$ cat config.mk
export PLATFORM = sky130hd
export DESIGN_NAME = manch_rx
export DESIGN_NICKNAME = d
export VERILOG_FILES = /design/src/rtl/manch_rx_pkg.sv /design/src/rtl/manch_rx_edge.sv /design/src/rtl/manch_rx_bittimer.sv /design/src/rtl/manch_rx_framer.sv /design/src/rtl/manch_rx.sv
export SDC_FILE = /design/constraint.sdc
export NUM_CORES = 1
export LEC_CHECK = 0
export ABC_AREA = 1
export CAP_MARGIN = 15
export CORE_ASPECT_RATIO = 0.8
export CORE_MARGIN = 2
export CORE_UTILIZATION = 28
export DETAILED_ROUTE_END_ITERATION = 10
export DONT_BUFFER_PORTS = 1
export SYNTH_ARGS = -nofsm -noshare
export SYNTH_HDL_FRONTEND = slang
export SYNTH_SLANG_ARGS = --single-unit
$ cat constraint.sdc
create_clock -name clk -period 2.2 [get_ports clk]
set_clock_uncertainty 0.1 [all_clocks]
set_input_delay 0.44 -clock clk [delete_from_list [all_inputs] [get_ports clk]]
set_output_delay 0.44 -clock clk [all_outputs]
set_load 0.005 [all_outputs]
$ cat src/rtl/manch_rx_pkg.sv
package manch_rx_pkg;

  typedef enum logic [1:0] {
    FR_HUNT = 2'd0,
    FR_LOCK = 2'd1,
    FR_DATA = 2'd2
  } fr_state_t;

  // one decoded event from the bit timer, all fields one cycle wide
  typedef struct packed {
    logic vld;   // mid-cell transition accepted, val is the bit
    logic val;
    logic miss;  // mid-cell transition overdue
    logic idle;  // line quiet beyond the idle limit
  } bit_evt_t;

endpackage

$ cat src/rtl/manch_rx_edge.sv
module manch_rx_edge #(
  parameter int SYNC_STAGES = 2
) (
  input  logic clk,
  input  logic rst_n,
  input  logic line_i,
  output logic lvl_o,
  output logic edge_o
);

  logic [SYNC_STAGES-1:0] sync_q, sync_d;
  logic                   prev_q, prev_d;

  always_comb begin
    sync_d = {sync_q[SYNC_STAGES-2:0], line_i};
    prev_d = sync_q[SYNC_STAGES-1];
  end

  always_ff @(posedge clk or negedge rst_n) begin
    if (!rst_n) begin
      sync_q <= '0;
      prev_q <= 1'b0;
    end else begin
      sync_q <= sync_d;
      prev_q <= prev_d;
    end
  end

  assign lvl_o  = sync_q[SYNC_STAGES-1];
  assign edge_o = sync_q[SYNC_STAGES-1] ^ prev_q;

endmodule

$ cat src/rtl/manch_rx_bittimer.sv
module manch_rx_bittimer
  import manch_rx_pkg::*;
#(
  parameter int OSR = 8
) (
  input  logic     clk,
  input  logic     rst_n,
  input  logic     lvl_i,
  input  logic     edge_i,
  output bit_evt_t evt_o
);

  localparam int BLANK    = OSR - OSR / 4;      // boundary edges fall before this
  localparam int MISS_LIM = OSR + OSR / 2;      // mid-cell edge overdue
  localparam int IDLE_LIM = 2 * OSR + 1;        // more than two bit times
  localparam int CW       = $clog2(IDLE_LIM + 1);

  logic [CW-1:0] cnt_q, cnt_d;
  bit_evt_t      evt_q, evt_d;
  logic          accept;

  always_comb begin
    accept = edge_i && (cnt_q >= CW'(BLANK));
    if (accept)
      cnt_d = CW'(1);
    else if (cnt_q == CW'(IDLE_LIM))
      cnt_d = cnt_q;
    else
      cnt_d = cnt_q + CW'(1);
    evt_d.vld  = accept;
    evt_d.val  = lvl_i;
    evt_d.miss = !accept && (cnt_q == CW'(MISS_LIM - 1));
    evt_d.idle = !accept && (cnt_q == CW'(IDLE_LIM - 1));
  end

  always_ff @(posedge clk or negedge rst_n) begin
    if (!rst_n) begin
      cnt_q <= CW'(IDLE_LIM);
      evt_q <= '0;
    end else begin
      cnt_q <= cnt_d;
      evt_q <= evt_d;
    end
  end

  assign evt_o = evt_q;

endmodule

$ cat src/rtl/manch_rx_framer.sv
module manch_rx_framer
  import manch_rx_pkg::*;
#(
  parameter int LOCK_MIN = 8,
  parameter int BYTE_W   = 8
) (
  input  logic              clk,
  input  logic              rst_n,
  input  bit_evt_t          evt_i,
  output logic [BYTE_W-1:0] byte_o,
  output logic              byte_vld_o,
  output logic              sof_o,
  output logic              eof_o,
  output logic              cviol_o,
  output logic              lock_o
);

  localparam int RUN_W = $clog2(LOCK_MIN + 1);
  localparam int BCW   = (BYTE_W > 1) ? $clog2(BYTE_W) : 1;

  fr_state_t         st_q, st_d;
  logic [RUN_W-1:0]  run_q, run_d, run_inc;
  logic              prev_q, prev_d;
  logic [BCW-1:0]    bcnt_q, bcnt_d;
  logic              first_q, first_d;
  logic [BYTE_W-1:0] sr_q, sr_d, sr_nx;
  logic [BYTE_W-1:0] byte_q, byte_d;
  logic              bvld_q, bvld_d;
  logic              sof_q, sof_d;
  logic              eof_q, eof_d;
  logic              cv_q, cv_d;

  always_comb begin
    st_d    = st_q;
    run_d   = run_q;
    prev_d  = prev_q;
    bcnt_d  = bcnt_q;
    first_d = first_q;
    sr_d    = sr_q;
    byte_d  = byte_q;
    bvld_d  = 1'b0;
    sof_d   = 1'b0;
    eof_d   = 1'b0;
    cv_d    = 1'b0;
    run_inc = (run_q == RUN_W'(LOCK_MIN)) ? run_q : run_q + RUN_W'(1);
    sr_nx   = {evt_i.val, sr_q[BYTE_W-1:1]};

    unique case (st_q)
      FR_HUNT: begin
        if (evt_i.vld) begin
          prev_d = evt_i.val;
          if (run_q != '0 && evt_i.val != prev_q) begin
            run_d = run_inc;
            if (run_inc >= RUN_W'(LOCK_MIN)) st_d = FR_LOCK;
          end else begin
            run_d = RUN_W'(1);
          end
        end else if (evt_i.miss || evt_i.idle) begin
          run_d = '0;
        end
      end
      FR_LOCK: begin
        if (evt_i.vld) begin
          prev_d = evt_i.val;
          if (evt_i.val == prev_q) begin
            if (evt_i.val) begin
              st_d    = FR_DATA;
              bcnt_d  = '0;
              first_d = 1'b1;
            end else begin
              st_d  = FR_HUNT;
              run_d = RUN_W'(1);
            end
          end
        end else if (evt_i.miss || evt_i.idle) begin
          st_d  = FR_HUNT;
          run_d = '0;
        end
      end
      FR_DATA: begin
        if (evt_i.vld) begin
          sr_d = sr_nx;
          if (bcnt_q == BCW'(BYTE_W - 1)) begin
            byte_d  = sr_nx;
            bvld_d  = 1'b1;
            sof_d   = first_q;
            first_d = 1'b0;
            bcnt_d  = '0;
          end else begin
            bcnt_d = bcnt_q + BCW'(1);
          end
        end else if (evt_i.miss) begin
          cv_d = 1'b1;
        end else if (evt_i.idle) begin
          eof_d = 1'b1;
          st_d  = FR_HUNT;
          run_d = '0;
        end
      end
      default: begin
        st_d  = FR_HUNT;
        run_d = '0;
      end
    endcase
  end

  always_ff @(posedge clk or negedge rst_n) begin
    if (!rst_n) begin
      st_q    <= FR_HUNT;
      run_q   <= '0;
      prev_q  <= 1'b0;
      bcnt_q  <= '0;
      first_q <= 1'b0;
      sr_q    <= '0;
      byte_q  <= '0;
      bvld_q  <= 1'b0;
      sof_q   <= 1'b0;
      eof_q   <= 1'b0;
      cv_q    <= 1'b0;
    end else begin
      st_q    <= st_d;
      run_q   <= run_d;
      prev_q  <= prev_d;
      bcnt_q  <= bcnt_d;
      first_q <= first_d;
      sr_q    <= sr_d;
      byte_q  <= byte_d;
      bvld_q  <= bvld_d;
      sof_q   <= sof_d;
      eof_q   <= eof_d;
      cv_q    <= cv_d;
    end
  end

  assign byte_o     = byte_q;
  assign byte_vld_o = bvld_q;
  assign sof_o      = sof_q;
  assign eof_o      = eof_q;
  assign cviol_o    = cv_q;
  assign lock_o     = (st_q != FR_HUNT);

endmodule

$ cat src/rtl/manch_rx.sv
module manch_rx
  import manch_rx_pkg::*;
#(
  parameter int OSR         = 8,
  parameter int LOCK_MIN    = 8,
  parameter int BYTE_W      = 8,
  parameter int SYNC_STAGES = 2
) (
  input  logic              clk,
  input  logic              rst_n,
  input  logic              line_i,
  output logic [BYTE_W-1:0] byte_o,
  output logic              byte_vld_o,
  output logic              sof_o,
  output logic              eof_o,
  output logic              cviol_o,
  output logic              lock_o
);

  // reset asserts at once, releases on a clock edge
  logic [1:0] rst_sq;
  logic       rst_li_n;

  always_ff @(posedge clk or negedge rst_n) begin
    if (!rst_n) rst_sq <= 2'b00;
    else        rst_sq <= {rst_sq[0], 1'b1};
  end
  assign rst_li_n = rst_sq[1];

  logic     lvl, edg;
  bit_evt_t evt;

  manch_rx_edge #(.SYNC_STAGES(SYNC_STAGES)) u_edge (
    .clk    (clk),
    .rst_n  (rst_li_n),
    .line_i (line_i),
    .lvl_o  (lvl),
    .edge_o (edg)
  );

  manch_rx_bittimer #(.OSR(OSR)) u_timer (
    .clk    (clk),
    .rst_n  (rst_li_n),
    .lvl_i  (lvl),
    .edge_i (edg),
    .evt_o  (evt)
  );

  manch_rx_framer #(.LOCK_MIN(LOCK_MIN), .BYTE_W(BYTE_W)) u_framer (
    .clk        (clk),
    .rst_n      (rst_li_n),
    .evt_i      (evt),
    .byte_o     (byte_o),
    .byte_vld_o (byte_vld_o),
    .sof_o      (sof_o),
    .eof_o      (eof_o),
    .cviol_o    (cviol_o),
    .lock_o     (lock_o)
  );

endmodule

==> run metrics <==
maximum vdd drop=0.383 mV; height of the die=79.5 um; Initial Util=between 20% and 30%; total power divided by cell area=1020 mW/mm^2; TritonCTS Buffers=5; achievable frequency=609 MHz; Final Max Tran Viols=0; Die Footprint=a little under 0.008 mm^2; post-synthesis async set-or-reset flop share=between 90% and 100%; port bufs=0; Die W=98.4 um; Post-synth EDFFs=0; Worst-path clk slew=0.09 ns; Routability Congestion=0.731; Core Area=between 0.006 and 0.007 mm^2; Critical Path Fanout Max=16; all-layer global routing usage=under 10%; Critical-path top delay cell=dfrtp_1; syn avg cell area=~9.0 um^2; leak pwr=between 1 and 1.5 nW; Worst R2R Path Depth=7; post-CTS setup buffers=0; unique cell type count in the Yosys netlist=24; CP Class=flip-flop to flip-flop; routed len/inst=10.7 um; Setup crit start kind=flip-flop; register bit total from synthesis=43; status=completed; Total Wirelength=3.39 mm; worst skew pair latency=roughly 0.30 ns; RSZ-0062 raised after global routing=false; H-Tree Level Count=2; Area Growth Syn to Fin=13.1%; Synth top area share=approximately 51%; dpl hpwl=2.42 mm; DRT Pass-1 Iters=4; Post-synth top flop=dfrtp_1; Synth top cells by count=nand2_1, dfrtp_1, inv_1; final setup TNS=0 ns; IO Pins=16; number of max-cap violations=0; CP Data Required Time=2.32 ns; largest cells by area after synthesis=dfrtp_1, nand2_1, inv_1; vias=1394; crit share post-route=74.7%; detailed-route DRC error count=0; final hold vios=0; sequential cell area=roughly 0.0011 mm^2; CP cell instances=ha_1, ha_1, inv_1, nor2_8, inv_2, nand2_1, o21ai_2; routed via count divided by cell count=between 4 and 5; Post-Synthesis Cell Area=0.00200 mm^2; count leader, synth=nand2_1; Worst Hold Path Cells=0; post-synth top area cell=dfrtp_1; ANT nets after route=0; Synth Instances=222; Sink Count=43; Final min period=1.64 ns; Layout Nets=240; CP dominant cell by count=ha_1; Max stage delay on crit path=about 0.4 ns; Fill cells=729; Worst EP arrival=1.77 ns; global-route wire length before repair=approximately 6.3 mm; Syn Nets=233; CTS tree=done; row count=27; non-filler cells, final=317; Post-Place Setup Slack=0.581 ns; Synth Warn #=0; global route overflow=0; Final WS setup=about 0.56 ns; vias in the first global route=between 1000 and 1500; cell count after placement=between 300 and 400; Seq/Total Area, Yosys=54.0%; CTS root buf=clkbuf_8; area occupied by multi-input gates=786 um^2; share of cells above drive strength 1=11.3%; Final setup viols=0; largest net degree at the start of global routing=25; clock buffer depth=2; drt first-iter violations=67; # diodes=0; initial antenna violation count=0; min-delay worst type=input port to flip-flop; endpoint class of the critical path=flip-flop
worst paths after layout:
kind	from	endpoint	slack (ns)
max in group asynchronous	rst_sq[1]	u_timer.cnt_q[0]	1.35
max reg2reg	u_framer.bcnt_q[0]	u_framer.byte_o[4]	0.56
max	u_framer.bcnt_q[0]	u_framer.byte_o[4]	0.56
min reg2reg	rst_sq[1]	u_framer.byte_o[3]	0.10
min in group asynchronous	rst_sq[1]	u_framer.byte_o[3]	0.10
min	line_i	u_edge.sync_q[0]	0.07
registers in the layout, summed over array words and instances (netlist names), 2 cells and up:
name	flops
rst_sq	2
u_timer.evt_o	4
u_edge.sync_q	2
u_framer.sr_q	7
u_timer.cnt_q	5
u_framer.run_q	4
u_framer.byte_o	8
u_framer.st_q	2
u_framer.bcnt_q	3
cell usage in the layout (no fill, tap or decap):
cell type,Yosys,layout
a21oi_1,2,2
a31oi_1,1,1
buf_12,0,1
bufinv_16,0,2
clkbuf_8,0,5
clkinvlp_4,0,1
conb_1,1,1
dfrtp_1,41,40
dfrtp_2,0,1
dfstp_2,2,2
dlygate4sd3_1,0,1
ha_1,8,8
inv_1,29,29
inv_2,2,2
nand2_1,61,61
nand2_2,2,2
nand2_4,1,1
nand3_1,17,17
nand3b_1,2,2
nand4_1,5,5
nor2_1,16,16
nor2_4,1,1
nor2_8,1,1
nor4_1,1,1
o21ai_0,10,10
o21ai_1,4,4
o21ai_2,7,7
xor2_1,6,6
per-stage QoR:
step	hold WS (ns)	instance area (um^2)	utilization, %	total power (W)
3_5_place_dp	0.0445	2110	30.6	0.00157
3_3_place_gp	0.0445	2110	30.6	0.00156
5_1_grt	0.0505	2260	32.8	0.00247
6_report	0.0718	2260	32.8	0.00230
4_1_cts	0.0537	2260	32.8	0.00233
2_1_floorplan	0.0444	2000	-	0.00144
where the power goes:
part           switching [W]  total [W]  internal, W
Sequential          0.000137    0.00104     0.000907
Clock               0.000274   0.000726     0.000453
Combinational       0.000331   0.000526     0.000194
Total               0.000742    0.00230      0.00155
cell families (layout without fill, tap and decap cells):
kind of cell | count (synthesis) | in the layout | share of synthesized area [%]
XOR/XNOR | 6 | 6 | 2.63
AND/OR/NAND/NOR | 107 | 107 | 24.1
flip-flops | 43 | 43 | 54.0
other | 1 | 1 | 0.188
adder cells (fa/ha/maj) | 8 | 8 | 5.02
buffers and inverters | 33 | 41 | 6.58
AO/OA/AOI/OAI | 24 | 24 | 7.40
routing by layer:
metal,vias to the layer above,track usage (%),wire length [um]
li1,716,-,-
met1,661,12.4,1690
met2,12,16.3,1550
met3,5,2.45,86
met4,0,4.93,61
met5,-,0,0
cell type report:
class	instances	area share, %
clock buffer	5	3.05
multi-input combinational	146	34.8
tap	87	4.82
sequential	43	47.8
clock inverter	3	2.99
inverter	31	5.16
timing repair buffer	2	1.33
worst max-delay path: cells and delay by family (launching register included):
kind | cells | cell delay [ns]
adders and majority gates | 2 | 0.42
DFF | 1 | 0.40
buffers and inverters | 2 | 0.39
and+or+nand+nor | 2 | 0.18
AOI/OAI and AO/OA | 1 | 0.07
timing repair:
item,4_1_cts,5_1_grt
gates resized for setup,0,0
endpoints found under the hold margin,2,0
hold buffers,1,0
No activity file was read; power rests on OpenSTA's default activity.
